--- config.mk ---
export PLATFORM = sky130hd
export DESIGN_NAME = pp_deint
export DESIGN_NICKNAME = d
export VERILOG_FILES = /design/src/rtl/pp_deint_pkg.sv /design/src/rtl/pp_bank.sv /design/src/rtl/pp_ctrl.sv /design/src/rtl/pp_deint.sv
export SDC_FILE = /design/constraint.sdc
export NUM_CORES = 2
export LEC_CHECK = 0
export BUFFER_PORTS_ARGS = -buffer_cell sky130_fd_sc_hd__clkbuf_2
export CAP_MARGIN = 20
export CORE_MARGIN = 2
export CORE_UTILIZATION = 50
export CTS_BUF_LIST = sky130_fd_sc_hd__clkbuf_4 sky130_fd_sc_hd__clkbuf_8
export CTS_CLUSTER_SIZE = 12
export DETAILED_ROUTE_END_ITERATION = 16
export GPL_ROUTABILITY_DRIVEN = 0
export PLACE_DENSITY_LB_ADDON = 0.12
export SLEW_MARGIN = 20
export SYNTH_ARGS = -nofsm -noshare
export SYNTH_HDL_FRONTEND = slang
export SYNTH_SLANG_ARGS = --single-unit
--- constraint.sdc ---
create_clock -name clk -period 7.8 [get_ports clk]
set_clock_uncertainty 0.1 [all_clocks]
set_input_delay 0 -clock clk [delete_from_list [all_inputs] [get_ports clk]]
set_output_delay 0 -clock clk [all_outputs]
set_load 0.03 [all_outputs]
--- src/rtl/pp_deint_pkg.sv ---
package pp_deint_pkg;
  typedef enum logic {BANK_A = 1'b0, BANK_B = 1'b1} bank_e;

  function automatic bank_e other_bank(bank_e b);
    return (b == BANK_A) ? BANK_B : BANK_A;
  endfunction
endpackage

--- src/rtl/pp_bank.sv ---
module pp_bank #(
  parameter int DATA_W = 1,
  parameter int DEPTH  = 576,
  parameter int ADDR_W = $clog2(DEPTH)
) (
  input  logic              clk,
  input  logic              we,
  input  logic [ADDR_W-1:0] waddr,
  input  logic [DATA_W-1:0] wdata,
  input  logic              re,
  input  logic [ADDR_W-1:0] raddr,
  output logic [DATA_W-1:0] rdata
);
  logic [DATA_W-1:0] mem [DEPTH];

  always_ff @(posedge clk) begin
    if (we) mem[waddr] <= wdata;
    if (re) rdata <= mem[raddr];
  end
endmodule

--- src/rtl/pp_ctrl.sv ---
module pp_ctrl
  import pp_deint_pkg::*;
#(
  parameter int DEPTH  = 576,
  parameter int ADDR_W = $clog2(DEPTH),
  parameter int SIZE_W = $clog2(DEPTH + 1)
) (
  input  logic              clk,
  input  logic              rst,
  input  logic              in_valid,
  input  logic [SIZE_W-1:0] blk_size,
  output bank_e             wr_bank,
  output bank_e             rd_bank_q,
  output logic [ADDR_W-1:0] pos,
  output logic              rd_en,
  output logic              out_valid,
  output logic              out_last
);
  localparam int CW = SIZE_W + 1;

  logic [SIZE_W-1:0] size_q;
  logic [SIZE_W-1:0] eff_size;
  logic              primed;
  logic              end_beat;

  assign eff_size = (pos == '0) ? blk_size : size_q;
  assign end_beat = in_valid &&
                    ((CW'(pos) + CW'(1) == CW'(eff_size)) || (pos == ADDR_W'(DEPTH - 1)));
  assign rd_en    = in_valid && primed;

  always_ff @(posedge clk) begin
    if (rst) begin
      pos       <= '0;
      size_q    <= '0;
      wr_bank   <= BANK_A;
      rd_bank_q <= BANK_B;
      primed    <= 1'b0;
      out_valid <= 1'b0;
      out_last  <= 1'b0;
    end else begin
      out_valid <= rd_en;
      out_last  <= rd_en && end_beat;
      rd_bank_q <= other_bank(wr_bank);
      if (in_valid) begin
        if (pos == '0) size_q <= blk_size;
        if (end_beat) begin
          pos     <= '0;
          wr_bank <= other_bank(wr_bank);
          primed  <= 1'b1;
        end else begin
          pos <= pos + 1'b1;
        end
      end
    end
  end


  stall_hold_chk: assert property (@(posedge clk) disable iff (rst)
    !in_valid |=> ($stable(pos) && $stable(wr_bank)));


  swap_at_boundary_chk: assert property (@(posedge clk) disable iff (rst)
    !$stable(wr_bank) |-> (pos == '0));


  pos_range_chk: assert property (@(posedge clk) disable iff (rst)
    pos < ADDR_W'(DEPTH));


  last_needs_valid_chk: assert property (@(posedge clk) disable iff (rst)
    out_last |-> out_valid);


  out_follows_in_chk: assert property (@(posedge clk) disable iff (rst)
    out_valid |-> $past(in_valid));
endmodule

--- src/rtl/pp_deint.sv ---
module pp_deint
  import pp_deint_pkg::*;
#(
  parameter int DATA_W    = 1,
  parameter int MAX_DEPTH = 576,
  localparam int ADDR_W   = $clog2(MAX_DEPTH),
  localparam int SIZE_W   = $clog2(MAX_DEPTH + 1)
) (
  input  logic              clk,
  input  logic              rst,
  input  logic [SIZE_W-1:0] blk_size,
  input  logic              in_valid,
  input  logic [ADDR_W-1:0] in_addr,
  input  logic [DATA_W-1:0] in_data,
  output logic              out_valid,
  output logic [DATA_W-1:0] out_data,
  output logic              out_last
);
  localparam int NBANK = 2;

  bank_e             wr_bank, rd_bank_q;
  logic [ADDR_W-1:0] pos;
  logic              rd_en;
  logic [DATA_W-1:0] rdata [NBANK];
  logic [NBANK-1:0]  we, re;

  pp_ctrl #(.DEPTH(MAX_DEPTH), .ADDR_W(ADDR_W), .SIZE_W(SIZE_W)) u_ctrl (
    .clk(clk), .rst(rst), .in_valid(in_valid), .blk_size(blk_size),
    .wr_bank(wr_bank), .rd_bank_q(rd_bank_q), .pos(pos), .rd_en(rd_en),
    .out_valid(out_valid), .out_last(out_last)
  );

  for (genvar b = 0; b < NBANK; b++) begin : g_bank
    assign we[b] = in_valid && (wr_bank == bank_e'(b));
    assign re[b] = rd_en && (wr_bank != bank_e'(b));

    pp_bank #(.DATA_W(DATA_W), .DEPTH(MAX_DEPTH), .ADDR_W(ADDR_W)) u_bank (
      .clk(clk), .we(we[b]), .waddr(in_addr), .wdata(in_data),
      .re(re[b]), .raddr(pos), .rdata(rdata[b])
    );


    bank_exclusive_chk: assert property (@(posedge clk) disable iff (rst)
      !(we[b] && re[b]));
  end

  assign out_data = rdata[rd_bank_q];
endmodule

# Yosys cells after proc, flatten, opt, wreduce, memory -nomap -nowiden
# Memories as Yosys holds them, arrays and structs flattened. A register that Yosys moved wholly into a read port is not among the register bits.
# Index checks and enable logic that the tools add are counted.
[word_totals]
register_bits = 25
mem_count = 2
ramBits = 1152
inputBits = 24
output_inout_bits = 3
[memory_table]
columns = ["name", "words", "width", "read_ports", "rd_ports_with_merged_regs", "wr", "line_no", "rtl"]
rows = [
  ["g_bank[0].u_bank.mem", 576, 1, 1, 1, 1, "pp_bank.sv:14", "logic [DATA_W-1:0] mem [DEPTH];"],
  ["g_bank[1].u_bank.mem", 576, 1, 1, 1, 1, "pp_bank.sv:14", ""],
]
[op_classes]
magnitude_cmp = 1
eq_ne = 2
n_reduce_logical = 10
n_addsub = 2
bitwise = 2
mux = 10
[ops]
columns = ["op", "count"]
rows = [
  ["$mux 10", 2],
  ["$add 10x1->11 const B", 1],
  ["$eq 11x10->1", 1],
  ["$add 10x1->10 const B", 1],
  ["$eq 10x10->1 const B", 1],
  ["$logic_not 10->1", 1],
  ["$mux 1", 8],
  ["$logic_and 1x1->1", 7],
  ["$ge 2x2->1 const B", 1],
  ["$not 1->2", 1],
  ["$reduce_and 2->1", 1],
  ["$logic_or 1x1->1", 1],
  ["$not 1->1", 1],
]

# Depth between registers and ports, before layout
[depth]
ltp_word = 6
ltp_mapped = 18
depth_no_buf = 10

# Modules after synthesis
# Synthesis repeated with hierarchy kept, for this count alone.
[hier_totals]
cells_unflattened = 3731
area_unflattened_um2 = 52162.5
[modules_own_cells]
columns = ["mod", "cells_each", "n_inst", "seq_area_each_um2", "area_each_um2"]
rows = [
  ["pp_bank", 1767, 2, 17326.6, 25280.5],
  ["pp_ctrl", 192, 1, 500.5, 1561.5],
  ["pp_deint", 5, 1, 0.0, 40.0],
]

# Worst setup path after synthesis
# Ideal clock, no wire load.
[synth_timing]
kind = "register -> register"
startpoint = "reg u_ctrl.pos[0]"
endpoint = "reg u_ctrl.pos[4]"
path_stages_with_launch = 18
arrival_time_ns = 3.792
setup_slack_ns = 3.791
path_buffers = 7
t_required_ns = 7.583
setup_ns = 0.117
path_cell_list = "dfxtp_1 buf_2 buf_4 buf_4 buf_6 buf_4 buf_4 inv_1 ha_1 or4b_1 buf_2 o31ai_1 a21oi_1 or4b_4 nor4b_4 and2_1 o21ai_1 a32o_1"
[synth_between]
elab_chain_len = 6
word_cells_on_any_way = 9
cone_classes = "add/sub (2); eq/ne (2); mux (2); reduce/logical (3)"
[synth_rtl]
columns = ["element", "line_no", "rtl"]
rows = [
  ["start, declared", "pp_ctrl.sv:14", "output logic [ADDR_W-1:0] pos,"],
  ["start signal, assigned", "pp_ctrl.sv:51", "pos <= pos + 1'b1;"],
  ["parallel branches: the longest is 5 deep, another holds $add 10x1->11", "n/a", ""],
  ["$mux 10 *", "pp_ctrl.sv:46", "if (end_beat) begin"],
]
# Mark *: on every way between the ends.
# A chain may end at the register's enable or synchronous reset.

# Final worst setup path
[layout_timing]
startpoint = "reg u_ctrl.pos[0]"
endpoint = "reg u_ctrl.pos[3]"
# Same word-level chain as after synthesis.

==> flow_metrics.py <==
metrics = {
    "outcome": {
        "status": "completed",
    },
    "clock_network": {
        "cts_root_buf": "clkbuf_8",
        "path_clk_slew_ns": 0.06,
        "insertion_delay_ns": 0.89,
        "cts_tree": "done",
        "post_cts_buffers": 0,
        "clock_path_buffers": 3,
        "post_cts_resized": 0,
        "cts_sinks": 1179,
        "cts_inserted_buffers": 194,
        "htree_levels": 4,
    },
    "route": {
        "wl_met2_um": 72240,
        "totalWireLength_um": 151100,
        "vias_per_cell": 6.201,
        "wl_per_cell_um": 29.37,
        "top_layer": "met5",
        "met1_length_um": 60180,
        "drt-initial-drc-count": 4248,
        "drc": 0,
        "ant_nets": 0,
        "dr.pass1.iters": 6,
        "wl_met3_um": 13520,
        "vias": 31890,
    },
    "floorplan": {
        "dieArea_um2": 105000,
        "die_h_um": 324.0,
        "ios": 27,
        "fp.dieW_um": 324.0,
        "core_area_um2": 101700,
        "start_util_pct": 50.33,
        "rows": 117,
    },
    "critical_path": {
        "worstPathCellList": "buf_12 > ha_1 > nand3_1 > nor3_1 > xor2_1 > a22oi_1 > nor4b_4 > a21oi_1 > o21ai_1 > o31ai_1 > dlygate4sd3_1",
        "slowest_delay_ns": 0.79,
        "critPathKind": "flop to flop",
        "r2r_slack_ns": 3.06,
        "reg2regPathDepth": 11,
        "crit_slowest_cell": "a21oi_1",
        "cp_top_family": "buffers and inverters",
        "crit_path_end": "u_ctrl.pos[3]$_SDFFE_PP0P_",
        "worst-path-max-fanout": 98,
        "required_ns": 8.51,
        "arrival_ns": 5.46,
        "worst_setup_path_start_kind": "flop",
        "worst-path-stages": 11,
        "r2r-end": "u_ctrl.pos[3]$_SDFFE_PP0P_",
        "reg2reg_from": "u_ctrl.pos[0]$_SDFFE_PP0P_",
        "crit_start": "u_ctrl.pos[0]$_SDFFE_PP0P_",
        "crit_buf_inv": 2,
        "endpoint_kind": "flop",
    },
    "sta": {
        "tightest_slew_ns": 1.195,
        "hold_violations": 0,
        "finalSetupTns_ns": 0,
        "hold_ws_ns": 0.02009,
        "max_freq_mhz": 210.9,
        "fin_crit_ns": 4.743,
        "slew_headroom_pct": 20.34,
        "min_period_over_period_pct": 60.80,
        "grt_setup_unrepaired": "no",
        "setup_viol": 0,
        "slew_viol_final": 0,
    },
    "power": {
        "power_mw": 12.93,
        "cellLeakagePower_nw": 16.91,
        "ir_worst_vdd_mv": 0.1164,
        "power.density_nw_per_um2": 227.4,
    },
    "placement": {
        "dp_hpwl_um": 76840,
        "dp.cells": 4734,
        "io_buffers": 26,
    },
    "synthesis": {
        "yosys.area.top_type": "edfxtp_1",
        "syn_area_um2": 51210,
        "synth_fp_nets": 3606,
        "synth_edf_count": 1154,
        "yosysWarnings": 0,
        "async_flop_share_pct": 0,
        "synth.area.top_cells": "edfxtp_1 (68%), mux4_2 (12%), nor2_1 (8.7%)",
        "synth.avg_cell_area_um2": 14.30,
        "ys_types": 63,
        "syn_inst": 3580,
        "synth_ff_type": "edfxtp_1",
        "ys_ff_latch": 1179,
        "yosysSeqAreaShare_pct": 68.65,
        "synth_top_area_share_pct": 67.68,
    },
    "layout": {
        "layoutNonFillerInstCount": 5143,
        "drive_gt1_share_pct": 20.12,
        "nNetsFinal": 3643,
        "final_common_cell": "nor2_1",
        "area_growth_syn_to_layout_pct": 11.03,
        "layout_common_cells": "nor2_1 (1192), edfxtp_1 (1154), mux4_2 (271), clkbuf_8 (200), mux2i_1 (110)",
    },
    "min_path": {
        "worstHoldPathType": "input pin to flop",
        "min_path_cells": 5,
    },
    "flow_run": {
        "cap_violations": 0,
    },
    "global_route": {
        "gr-usage-all-layers_pct": 29.21,
        "grt_pass1_vias": 31990,
        "grt_overflow": 0,
        "antenna_found_initial": 5,
        "grt_first_pass_wirelength_um": 217100,
        "grt_max_degree": 304,
    },
}
==> layer usage <==
| metal | vias up | track usage, % |
|---|---|---|
| met4 | 2 | 10.57 |
| li1 | 13310 | - |
| met1 | 16700 | 40.54 |
| met3 | 285 | 4.739 |
| met2 | 1602 | 47.05 |
| met5 | - | 0 |
==> worst min-delay path by stage <==
stage | endpoint | slack, ns | startpoint
CTS | g_bank[1].u_bank.mem[96]$_DFFE_PP_ | 0.002 | in_addr[6]
floorplan | g_bank[0].u_bank.mem[0]$_DFFE_PP_ | -0.001 | in_data
global placement | u_ctrl.size_q[8]$_SDFFE_PP0P_ | 0.14 | blk_size[8]
finish | g_bank[0].u_bank.mem[482]$_DFFE_PP_ | 0.02 | in_addr[6]
detailed placement | u_ctrl.size_q[5]$_SDFFE_PP0P_ | 0.16 | blk_size[5]
global route | g_bank[0].u_bank.mem[482]$_DFFE_PP_ | 0.03 | in_addr[6]
==> tightest hold or removal path, delay by kind of cell <==
family                 cells  cell delay [ns]
and+or+nand+nor            4             0.69
buffers and inverters      1             0.13
==> layout make-up <==
cell class / count / area, um2
clock buffer: 270 / 3278
tap: 1368 / 1712
multi-input combinational: 2065 / 14770
inverter: 12 / 45.04
clock inverter: 82 / 434.2
sequential: 1179 / 35170
antenna: 2 / 5.005
timing repair buffer: 165 / 1448
fill: 8312 / 44890
==> synth_stat cells, types with 5 or more instances <==
master    instances
a211oi_1          5
a21oi_1          46
a221oi_1         19
a22oi_1          25
a311oi_1          5
a31oi_1           9
and3_1           10
buf_1            19
buf_2            21
buf_4            27
buf_6             5
clkbuf_1        252
dfxtp_1          25
edfxtp_1       1154
inv_1            10
mux2_2            9
mux2i_1         110
mux4_2          271
nand2_1         144
nand2b_1          8
nand3_1          20
nand4_1           9
nor2_1         1193
nor2b_1           7
nor3_1           23
nor3b_1           9
nor4_1           12
o211ai_1          6
o21ai_0          17
o21ai_1           8
o221ai_1         15
o22ai_1          17
o31ai_1           9
or2_2             5
xnor2_1           6
==> where the power goes <==
group / leakage [nW] / internal (mW) / total, mW / switching, mW
combinational: 4.37 / 0.274 / 0.704 / 0.430
sequential: 10.6 / 6.96 / 6.98 / 0.0159
clock: 1.97 / 2.75 / 5.25 / 2.50
total: 16.9 / 9.98 / 12.9 / 2.95
==> timing repair <==
| action | in CTS | in global routing |
|---|---|---|
| setup endpoints to repair | 0 | 0 |
| hold buffers | 48 | 2 |
| endpoints found under the hold margin | 248 | 4 |
==> kinds of logic (layout without fill, tap and decap cells) <==
| logic type | count (synthesis) | count (layout) | synth area share, % |
|---|---|---|---|
| buffers and inverters | 336 | 529 | 2.786 |
| flip-flops | 1179 | 1179 | 68.65 |
| AND/OR/NAND/NOR | 1461 | 1461 | 11.36 |
| AO/OA/AOI/OAI | 203 | 203 | 2.727 |
| XOR/XNOR | 9 | 9 | 0.1539 |
| other | 0 | 2 | 0 |
| multiplexers | 390 | 390 | 14.27 |
| adder cells (fa/ha/maj) | 2 | 2 | 0.04886 |
==> stage by stage <==
stage          setup slack, ns  instance area [um2]  utilization (%)
3_3_place_gp             2.918                52480            51.58
4_1_cts                  3.021                56700            55.73
5_1_grt                  2.628                56850            55.88
6_report                 3.058                56850            55.88
2_1_floorplan            3.791                51210                -
3_5_place_dp             3.407                52510            51.61
==> state kept, by name, indices dropped and copies added, names as in the netlist <==
| signal | cells |
|---|---|
| u_ctrl.out_valid | 1 |
| u_ctrl.out_last | 1 |
| u_ctrl.primed | 1 |
| u_ctrl.size_q | 10 |
| u_ctrl.rd_bank_q | 1 |
| u_ctrl.wr_bank | 1 |
| u_ctrl.pos | 10 |
| g_bank.u_bank.rdata | 2 |
| g_bank.u_bank.mem | 1152 |
Power figures use the tool's default switching activity.
